`config.mk`:
```
export PLATFORM = sky130hd
export DESIGN_NAME = iowin_decoder
export DESIGN_NICKNAME = d
export VERILOG_FILES = /design/src/rtl/iowin_pkg.sv /design/src/rtl/iowin_regs.sv /design/src/rtl/iowin_cmp.sv /design/src/rtl/iowin_sel.sv /design/src/rtl/iowin_decoder.sv
export SDC_FILE = /design/constraint.sdc
export NUM_CORES = 1
export LEC_CHECK = 0
export ABC_AREA = 0
export BUFFER_PORTS_ARGS = -buffer_cell sky130_fd_sc_hd__buf_2
export CAP_MARGIN = 30
export CORE_MARGIN = 5
export CORE_UTILIZATION = 35
export DETAILED_ROUTE_END_ITERATION = 8
export GPL_TIMING_DRIVEN = 0
export SLEW_MARGIN = 10
export SYNTH_ARGS = -nofsm -noshare
export SYNTH_HDL_FRONTEND = slang
export SYNTH_SLANG_ARGS = --single-unit
```
`constraint.sdc`:
```
create_clock -name clk -period 4.2 [get_ports clk]
set_input_delay 0.21 -clock clk [delete_from_list [all_inputs] [get_ports clk]]
set_output_delay 0.21 -clock clk [all_outputs]
set_load 0.03 [all_outputs]
```
`src/rtl/iowin_pkg.sv`:
```
package iowin_pkg;
  localparam int NUM_WIN  = 2;
  localparam int FLAG_W   = 4;
  localparam int WIN_IW   = 1;
  localparam int EN_W     = 8;
  localparam int MEM_EN_W = EN_W - NUM_WIN;
  // flag bit positions inside a window nibble
  localparam int FL_DATA16 = 0;
  localparam int FL_CS16   = 1;
  localparam int FL_ZWS    = 2;
  localparam int FL_WS     = 3;
  // fixed offsets
  localparam int OFS_EN    = 0;
  localparam int OFS_CTRL  = 1;
  localparam int OFS_WBASE = 2;
endpackage

```
`src/rtl/iowin_regs.sv`:
```
module iowin_regs
  import iowin_pkg::*;
#(
  parameter int ADDR_W  = 16,
  parameter int PROG_AW = 4
) (
  input  logic                             clk,
  input  logic                             rst,
  input  logic                             prog_we,
  input  logic [PROG_AW-1:0]               prog_addr,
  input  logic [7:0]                       prog_wdata,
  output logic [7:0]                       prog_rdata,
  output logic [NUM_WIN-1:0]               win_en,
  output logic [NUM_WIN-1:0][FLAG_W-1:0]   win_flags,
  output logic [NUM_WIN-1:0][ADDR_W-1:0]   win_start,
  output logic [NUM_WIN-1:0][ADDR_W-1:0]   win_stop,
  output logic [MEM_EN_W-1:0]              mem_en
);
  localparam int NB       = ADDR_W / 8;
  localparam int WSPAN    = 2 * NB;
  localparam int OFS_NIB  = OFS_WBASE + WSPAN * NUM_WIN;

  logic [EN_W-1:0] en_q;
  logic [7:0]      ctrl_q;
  logic [NUM_WIN-1:0][ADDR_W-1:0] start_q, stop_q;
  logic [7:0]      rd_mux;

  always_ff @(posedge clk) begin
    if (rst) begin
      en_q    <= '0;
      ctrl_q  <= '0;
      start_q <= '0;
      stop_q  <= '0;
    end else if (prog_we) begin
      if (prog_addr == PROG_AW'(OFS_EN))   en_q   <= prog_wdata;
      if (prog_addr == PROG_AW'(OFS_CTRL)) ctrl_q <= prog_wdata;
      for (int w = 0; w < NUM_WIN; w++) begin
        for (int b = 0; b < NB; b++) begin
          if (prog_addr == PROG_AW'(OFS_WBASE + WSPAN*w + b))
            start_q[w][8*b +: 8] <= prog_wdata;
          if (prog_addr == PROG_AW'(OFS_WBASE + WSPAN*w + NB + b))
            stop_q[w][8*b +: 8] <= prog_wdata;
        end
        if (prog_addr == PROG_AW'(OFS_NIB + w))
          ctrl_q[FLAG_W*w +: FLAG_W] <= prog_wdata[FLAG_W-1:0];
      end
    end
  end

  always_comb begin
    rd_mux = '0;
    if (prog_addr == PROG_AW'(OFS_EN))   rd_mux = en_q;
    if (prog_addr == PROG_AW'(OFS_CTRL)) rd_mux = ctrl_q;
    for (int w = 0; w < NUM_WIN; w++) begin
      for (int b = 0; b < NB; b++) begin
        if (prog_addr == PROG_AW'(OFS_WBASE + WSPAN*w + b))
          rd_mux = start_q[w][8*b +: 8];
        if (prog_addr == PROG_AW'(OFS_WBASE + WSPAN*w + NB + b))
          rd_mux = stop_q[w][8*b +: 8];
      end
      if (prog_addr == PROG_AW'(OFS_NIB + w))
        rd_mux = {{(8-FLAG_W){1'b0}}, ctrl_q[FLAG_W*w +: FLAG_W]};
    end
  end

  always_ff @(posedge clk) begin
    if (rst) prog_rdata <= '0;
    else     prog_rdata <= rd_mux;
  end

  assign win_en    = en_q[NUM_WIN-1:0];
  assign mem_en    = en_q[EN_W-1:NUM_WIN];
  assign win_start = start_q;
  assign win_stop  = stop_q;
  always_comb
    for (int w = 0; w < NUM_WIN; w++) win_flags[w] = ctrl_q[FLAG_W*w +: FLAG_W];
endmodule

```
`src/rtl/iowin_cmp.sv`:
```
module iowin_cmp #(
  parameter int ADDR_W = 16
) (
  input  logic              en,
  input  logic [ADDR_W-1:0] lo,
  input  logic [ADDR_W-1:0] hi,
  input  logic [ADDR_W-1:0] addr,
  output logic              hit
);
  assign hit = en && (addr >= lo) && (addr <= hi);
endmodule

```
`src/rtl/iowin_sel.sv`:
```
module iowin_sel
  import iowin_pkg::*;
#(
  parameter int ADDR_W = 16
) (
  input  logic                           clk,
  input  logic                           rst,
  input  logic                           valid,
  input  logic [ADDR_W-1:0]              addr,
  input  logic                           iois16,
  input  logic [NUM_WIN-1:0]             hit,
  input  logic [NUM_WIN-1:0][FLAG_W-1:0] flags,
  output logic                           o_hit,
  output logic [WIN_IW-1:0]              o_win,
  output logic [ADDR_W-1:0]              o_addr,
  output logic                           o_is16,
  output logic                           o_zws,
  output logic                           o_ws
);
  always_ff @(posedge clk) begin
    if (rst) begin
      o_hit  <= 1'b0;
      o_win  <= '0;
      o_addr <= '0;
      o_is16 <= 1'b0;
      o_zws  <= 1'b0;
      o_ws   <= 1'b0;
    end else begin
      o_hit  <= 1'b0;
      o_win  <= '0;
      o_addr <= '0;
      o_is16 <= 1'b0;
      o_zws  <= 1'b0;
      o_ws   <= 1'b0;
      // descending walk: the lowest index is assigned last and wins
      for (int w = NUM_WIN-1; w >= 0; w--) begin
        if (valid && hit[w]) begin
          o_hit  <= 1'b1;
          o_win  <= WIN_IW'(w);
          o_addr <= addr;
          o_is16 <= flags[w][FL_CS16] ? iois16 : flags[w][FL_DATA16];
          o_zws  <= flags[w][FL_ZWS];
          o_ws   <= flags[w][FL_WS];
        end
      end
    end
  end
endmodule

```
`src/rtl/iowin_decoder.sv`:
```
module iowin_decoder
  import iowin_pkg::*;
#(
  parameter int ADDR_W  = 16,
  parameter int PROG_AW = 4
) (
  input  logic                clk,
  input  logic                rst,
  input  logic                prog_we,
  input  logic [PROG_AW-1:0]  prog_addr,
  input  logic [7:0]          prog_wdata,
  output logic [7:0]          prog_rdata,
  input  logic                host_valid,
  input  logic [ADDR_W-1:0]   host_addr,
  input  logic                card_iois16,
  output logic                io_hit,
  output logic [WIN_IW-1:0]   io_win,
  output logic [ADDR_W-1:0]   io_card_addr,
  output logic                io_is16,
  output logic                io_zws,
  output logic                io_ws,
  output logic [MEM_EN_W-1:0] mem_win_en
);
  logic [NUM_WIN-1:0]             win_en;
  logic [NUM_WIN-1:0][FLAG_W-1:0] win_flags;
  logic [NUM_WIN-1:0][ADDR_W-1:0] win_start, win_stop;
  logic [NUM_WIN-1:0]             win_hit;

  iowin_regs #(.ADDR_W(ADDR_W), .PROG_AW(PROG_AW)) u_regs (
    .clk(clk), .rst(rst), .prog_we(prog_we), .prog_addr(prog_addr),
    .prog_wdata(prog_wdata), .prog_rdata(prog_rdata), .win_en(win_en),
    .win_flags(win_flags), .win_start(win_start), .win_stop(win_stop),
    .mem_en(mem_win_en)
  );

  for (genvar w = 0; w < NUM_WIN; w++) begin : g_cmp
    iowin_cmp #(.ADDR_W(ADDR_W)) u_cmp (
      .en(win_en[w]), .lo(win_start[w]), .hi(win_stop[w]),
      .addr(host_addr), .hit(win_hit[w])
    );
  end

  iowin_sel #(.ADDR_W(ADDR_W)) u_sel (
    .clk(clk), .rst(rst), .valid(host_valid), .addr(host_addr),
    .iois16(card_iois16), .hit(win_hit), .flags(win_flags),
    .o_hit(io_hit), .o_win(io_win), .o_addr(io_card_addr),
    .o_is16(io_is16), .o_zws(io_zws), .o_ws(io_ws)
  );
endmodule

```
==> summary.txt, run 1 <==
Status
  • Outcome: finished clean

Route
  • Total Wirelength: 21000 um
  • DR WL/cell: about 21 um
  • Starting DRT DRC Count: 530
  • Drt first pass iters: 5
  • Via density: 5.42
  • Vias: 5468
  • Number of remaining DRC errors: 0
  • Final ANT Viol Nets: 0

Timing
  • Setup total negative slack: 0 ns
  • RSZ-0062 raised after global routing: no
  • Endpoints failing setup: 0
  • Max Slew Vio Count: 0
  • Worst-margin pin slew: 0.903 ns
  • Fmax: 355 MHz
  • Max Clock Skew: 0.00793 ns
  • Tcrit/Tclk final: 67.1%
  • Final Hold Viols: 0
  • Crit path time final: ~2.8 ns
  • Slew Limit Headroom: 39.4%

Logic synthesis
  • Post-synth EDFFs: 0
  • Synth Flop Type: dfxtp_1
  • Synth cell types: 50
  • Syn_area_per_cell: 8.76 um^2
  • Synth Instances: 707
  • #FFs+latches synth: 109
  • Register area share after synthesis: 35.2%
  • Synthesized area: around 0.0062 mm^2
  • Asr flop ratio synth: 0%
  • Syn Nets: 804
  • Ys Warns: 0

Critical path
  • Critical Path RT: 4.45 ns
  • Crit end category: flop
  • Crit Reg-Reg Startpoint: u_regs.win_start[15]
  • CP Max Fanout: 10
  • Worst Path Arrival: 3.07 ns
  • Origin of the worst setup path: u_regs.win_start[15]
  • Crit start category: flop
  • Critical path type: flop to flop

Power
  • Design Power: about 2300 uW
  • Combinational power share: 11.8%
  • Clock power share: between 40% and 50%
  • Psw: 606 uW
  • Pleak: 0.00297 uW
  • Internal Power: 1740 uW
  • Sequential share of power: a little under half
  • Worst IR Drop VDD: around 0.18 mV
  • PD cells: between 300 and 400 mW/mm^2
  • Switching part of the total: 25.8%

Clock tree
  • Post-CTS Resized: 0
  • Total CTS buffers: 9
  • TritonCTS clock tree: yes
  • Reg clk slew, reported paths: 0.07 ns
  • Buffer levels on the longest clock path: 2
  • Setup Buffers After CTS: 0
  • CTS sink count: 109
  • # hold bufs at CTS: 0
  • Root Driver: clkbuf_16
  • Clk Latency, worst-skew pair: approximately 0.36 ns
  • H-tree levels: 3

Floorplan
  • Core area: 0.0173 mm^2
  • Site Rows: 48
  • Die ar.: slightly above 0.02 mm^2
  • Initial core utilization: 35.8%
  • Die H: 143 um
  • Number of I/O pins: 68
  • Horiz. Die Dim: between 100 and 150 um

Final layout
  • Most frequent cells in the layout: dfxtp_1 (109), nor2_1 (91), mux2i_1 (86)
  • Layout cell share with drive strength beyond 1: 13.0%
  • Syn-to-layout area delta: 15.1%
  • Fin util: slightly above 40%
  • # fillers: between 1500 and 2000
  • Most common cell after layout, fill and taps aside: dfxtp_1
  • Layout net count: roughly 880
  • # diodes: 0

Global routing
  • Largest net degree at the start of global routing: 18
  • Global-route wire length before repair: 31200 um
  • GRT Total Usage: 20.7%
  • Grt total ovfl: 0
  • Vias in the first global route: ~5100
  • Initial antenna violation count: 0

Placement
  • DP Wirelength: between 15000 and 20000 um
  • Routability cong.: 0.928
  • Number of port buffers: 60

Min path
  • Hold Crit Class: input pin to flop
  • HP Start: prog_wdata[1]

Flow run
  • # Max-Cap Violations: 0
-- cell type report --
cell class                      instances  area, um^2  share of cell area, %
Clock buffer                           11         243                   3.41
Multi-Input combinational cell        493        3590                   50.4
Tap cell                              225         282                   3.95
Timing Repair Buffer                   60         300                   4.22
Sequential cell                       109        2180                   30.6
Inverter                               66         248                   3.48
Clock inverter                          5         108                   1.51
Buffer                                 39         169                   2.37
-- cell usage after synthesis, types with 2 or more instances --
| master | n | area, um^2 |
|---|---|---|
| a211o_1 | 2 | 17.5 |
| a211oi_1 | 6 | 45.0 |
| a21boi_0 | 8 | 60.1 |
| a21boi_2 | 7 | 78.8 |
| a21o_1 | 3 | 22.5 |
| a21oi_1 | 46 | 230 |
| a221oi_1 | 2 | 17.5 |
| a222oi_1 | 2 | 20.0 |
| a22o_1 | 5 | 43.8 |
| a22oi_1 | 8 | 60.1 |
| a311oi_1 | 5 | 43.8 |
| a32oi_1 | 2 | 17.5 |
| and2_1 | 3 | 18.8 |
| and3_1 | 5 | 31.3 |
| and4_1 | 2 | 17.5 |
| buf_2 | 12 | 60.1 |
| clkbuf_1 | 26 | 97.6 |
| dfxtp_1 | 109 | 2180 |
| ha_1 | 64 | 801 |
| inv_1 | 66 | 248 |
| mux2i_1 | 86 | 861 |
| mux4_2 | 2 | 45.0 |
| nand2_1 | 42 | 158 |
| nand2b_1 | 3 | 18.8 |
| nand3_1 | 23 | 115 |
| nand3b_1 | 3 | 22.5 |
| nand4_1 | 7 | 43.8 |
| nor2_1 | 91 | 342 |
| nor2b_1 | 7 | 43.8 |
| nor3_1 | 3 | 15.0 |
| o211a_1 | 2 | 20.0 |
| o211ai_1 | 4 | 30.0 |
| o21a_1 | 2 | 15.0 |
| o21ai_0 | 24 | 120 |
| o22ai_1 | 8 | 50.1 |
| o2bb2ai_1 | 2 | 17.5 |
| or3_1 | 2 | 12.5 |
-- logic make-up after synthesis --
logic type               share of synthesized area (%)
adder cells (fa/ha/maj)                           12.9
buffers and inverters                             6.73
XOR/XNOR                                         0.141
AND/OR/NAND/NOR                                   14.0
flip-flops                                        35.2
AO/OA/AOI/OAI                                     16.3
multiplexers                                      14.6
-- through the flow --
stage                     hold WS [ns]  instance area, um^2  std cells  setup WS [ns]
after detailed placement         0.452                 6770        992           1.48
after global placement           0.448                 6770        992           1.46
final                            0.134                 7120       1008           1.38
after CTS                        0.123                 7120       1008           1.46
after global routing             0.151                 7120       1008           1.16
after floorplan                  0.360                 6190        707           2.13
-- critical path, stage by stage, from the launching register on --
cell and delay [ns]:
dfxtp_1 0.38, inv_1 0.08, ha_1 0.32, nand4_1 0.21, a211oi_1 0.31, o211ai_1 0.13, o21ai_0 0.44, o2111ai_1 0.21
buf_2 0.29, o22ai_1 0.34
-- routing by layer --
| metal | wire length [um] | vias up | share of wire (%) | GRT usage, % |
|---|---|---|---|---|
| met5 | 0 | - | 0 | 0 |
| met4 | 495 | 0 | 2.4 | 6.60 |
| met3 | 1350 | 33 | 6.4 | 3.68 |
| met2 | 9560 | 194 | 46 | 32.8 |
| met1 | 9600 | 2621 | 46 | 28.7 |
| li1 | - | 2620 | - | - |
-- path summary, 6_finish.rpt --
check	to	slack, ns	depth (start not counted)
max	u_sel.o_ws	1.38	9
min	u_regs.win_flags[5]	0.13	3
max reg2reg	u_sel.o_ws	1.38	9
min reg2reg	u_regs.win_stop[17]	0.46	2
-- registers in the layout (all words and copies together), names as in the netlist, 8 cells and up --
register and cells:
u_regs.win_start 32, u_regs.prog_rdata 8, u_sel.o_addr 16, u_regs.en_q 8, u_regs.win_stop 32, u_regs.win_flags 8
-- power by group through the flow --
| stage | Combinational (uW) | Sequential (uW) | Clock (uW) |
|---|---|---|---|
| global placement | 268 | 1080 | 0 |
| detailed placement | 272 | 1080 | 0 |
| global route | 303 | 1060 | 1070 |
| floorplan | 165 | 1080 | 0 |
| CTS | 273 | 1060 | 1030 |
| finish | 277 | 1060 | 1010 |
Note: power is estimated with default switching activity, not from simulation.
==> run 2, diff against run 1 <==
- clock period: 4.2 -> 2.57 ns (I/O delays scaled with it)
==> run 2 against run 1 <==
Compared with the run above: design area up 0.39%; setup slack worse by 1.3 ns; highest routed layer unchanged; clock-buffer cell count unchanged; critical path depth did not move; sequential share of layout area fell by 0.12 points; register-to-register slack got worse by 1.3 ns; combinational power up 64%.
==> summary.txt, run 2 (synthesis gave the netlist of run 1 again) <==
Status
  • Outcome: finished clean (unchanged)

Floorplan
  • Site Rows: 48 (unchanged)
  • Initial core utilization: 35.8% (unchanged)
  • Horiz. Die Dim: 143 um (unchanged)
  • Number of I/O pins: 68 (unchanged)
  • Die ar.: 0.0204 mm^2 (unchanged)
  • Core area: 0.0173 mm^2 (unchanged)
  • Die H: 143 um (unchanged)

Global routing
  • Global-route wire length before repair: 31200 um (about the same)
  • GRT Total Usage: 20.7% (about the same)
  • Initial antenna violation count: 0 (unchanged)
  • Largest net degree at the start of global routing: 18 (unchanged)
  • Grt total ovfl: 0 (unchanged)
  • Vias in the first global route: 5050 (was 5052)

Route
  • DR WL/cell: 20.8 um (about the same)
  • Vias: 5449 (was 5468)
  • Total Wirelength: 21000 um (about the same)
  • Starting DRT DRC Count: 494 (was 530)
  • Via density: 5.41 (was 5.42)
  • Drt first pass iters: 5 (unchanged)
  • Final ANT Viol Nets: 0 (unchanged)
  • Number of remaining DRC errors: 0 (unchanged)

Clock tree
  • TritonCTS clock tree: yes (unchanged)
  • Total CTS buffers: 9 (unchanged)
  • CTS sink count: 109 (unchanged)
  • # hold bufs at CTS: 0 (unchanged)
  • Buffer levels on the longest clock path: 2 (unchanged)
  • Clk Latency, worst-skew pair: 0.36 ns (about the same)
  • Setup Buffers After CTS: 0 (unchanged)
  • Reg clk slew, reported paths: 0.07 ns (about the same)
  • Root Driver: clkbuf_16 (unchanged)
  • H-tree levels: 3 (unchanged)

Timing
  • Endpoints failing setup: 0 (unchanged)
  • Worst-margin pin slew: 0.944 ns (was 0.903 ns)
  • Max Slew Vio Count: 0 (unchanged)
  • Tcrit/Tclk final: 95.4% (was 67.1%)
  • Final Hold Viols: 0 (unchanged)
  • Max Clock Skew: 0.00783 ns (was 0.00793 ns)
  • RSZ-0062 raised after global routing: no (unchanged)
  • Fmax: 408 MHz (was 355 MHz)
  • Slew Limit Headroom: 36.6% (was 39.4%)
  • Crit path time final: 2.45 ns (was 2.82 ns)
  • Hold WS: 0.0510 ns (was 0.134 ns)

Critical path
  • Crit end category: flop (unchanged)
  • Worst-path cell chain: inv_1 > ha_1 > nand4_1 > a211oi_2 > o211ai_1 > o21ai_2 > o2111ai_1 > buf_2 > o22ai_2 (was inv_1 > ha_1 > nand4_1 > a211oi_1 > o211ai_1 > o21ai_0 > o2111ai_1 > buf_2 > o22ai_1)
  • Worst Path Arrival: 2.72 ns (was 3.07 ns)
  • CP Max Fanout: 10 (unchanged)
  • Slowest cell delay on critical path: 0.38 ns (was 0.44 ns)
  • Critical Path RT: 2.84 ns (was 4.45 ns)
  • Crit start category: flop (unchanged)
  • Worst reg-to-reg path cell count: 9 (unchanged)
  • Crit-path leading delay family: compound AO/OA/AOI/OAI gates (unchanged)
  • Critical path type: flop to flop (unchanged)
  • Slowest stage cell, crit path: dfxtp_1 (was o21ai_0)
  • CP Depth: 9 (unchanged)
  • Critical path buffers and inverters: 2 (unchanged)

Final layout
  • Syn-to-layout area delta: 15.5% (was 15.1%)
  • Layout net count: 875 (unchanged)
  • Multi-input gate area: 0.00362 mm^2 (was 0.00359 mm^2)
  • Most frequent cells in the layout: dfxtp_1 (109), nor2_1 (91), mux2i_1 (86) (unchanged)
  • Layout cell share with drive strength beyond 1: 13.5% (was 13.0%)
  • # fillers: 1787 (was 1794)
  • # diodes: 0 (unchanged)
  • Cell area after layout: 0.00715 mm^2 (was 0.00712 mm^2)
  • Most common cell after layout, fill and taps aside: dfxtp_1 (unchanged)
  • Sequential Area: 0.00218 mm^2 (unchanged)

Placement
  • Dpl cell area: 0.00677 mm^2 (unchanged)
  • Number of port buffers: 60 (unchanged)
  • DP Wirelength: 15700 um (unchanged)
  • Routability cong.: 0.928 (unchanged)

Power
  • Design Power: 3830 uW (was 2350 uW)
  • Worst IR Drop VDD: 0.297 mV (was 0.182 mV)
  • Pleak: 0.00297 uW (about the same)
  • PD cells: 536 mW/mm^2 (was 329 mW/mm^2)

Min path
  • Hold Crit Class: input pin to flop (unchanged)
  • WHS Path Cells: 3 (unchanged)

Flow run
  • # Max-Cap Violations: 0 (unchanged)
[run 2: cell counts in the layout (fill, tap and decap cells not counted)]
No cell type changed its count.
[run 2: worst reg2reg max path, delay by kind of cell (launching register included)]
family / cells / cell delay [ns]
buf+inv: 2 / 0.36
simple gates: 1 / 0.23
compound gates: 5 / 1.07
flops: 1 / 0.38
fa+ha+maj: 1 / 0.32
[run 2: path summary, 6_finish.rpt]
path                              from                   to  slack, ns
setup / recovery  u_regs.win_start[15]           u_sel.o_ws       0.12
hold / removal           prog_wdata[1]  u_regs.win_flags[5]       0.05
setup reg to reg  u_regs.win_start[15]           u_sel.o_ws       0.12
hold reg to reg    u_regs.win_stop[17]  u_regs.win_stop[17]       0.47
[run 2: timing repair]
action                                  in CTS  in global routing
pin swaps                                    0                  0
gates resized for setup                      2                  5
endpoints found under the hold margin        0                  0
endpoints found under the setup margin      10                 21
[run 2: final cells by class]
cell class | count | share of cell area [%]
Buffer | 39 | 2.38
Clock buffer | 11 | 3.39
Clock inverter | 5 | 1.50
Inverter | 66 | 3.46
Multi-Input combinational cell | 493 | 50.6
Sequential cell | 109 | 30.5
Tap cell | 225 | 3.94
Timing Repair Buffer | 60 | 4.20
[run 2: layer usage]
metal  wire length (um)  track usage, %  up-vias  part of all wire, %
li1                   -               -     2620                    -
met1               9450            28.7     2603                   45
met2               9610            32.9      190                   46
met3               1470            3.65       36                  7.0
met4                463            6.50        0                  2.2
met5                  0               0        -                    0
[run 2: per-stage QoR]
step,util [%],setup TNS [ns],setup slack [ns],cells
3_3_place_gp,39.2,-0.316,-0.165,992
4_1_cts,41.2,0,0.0421,1008
6_report,41.3,0,0.118,1008
2_1_floorplan,-,0,0.500,707
3_5_place_dp,39.2,-0.348,-0.150,992
5_1_grt,41.3,0,0.00491,1008
[run 2: where the power goes]
group,total (uW),switching (uW),internal (uW)
Combinational,454,303,151
Clock,1650,666,984
Sequential,1730,20.0,1710
Total,3830,988,2840
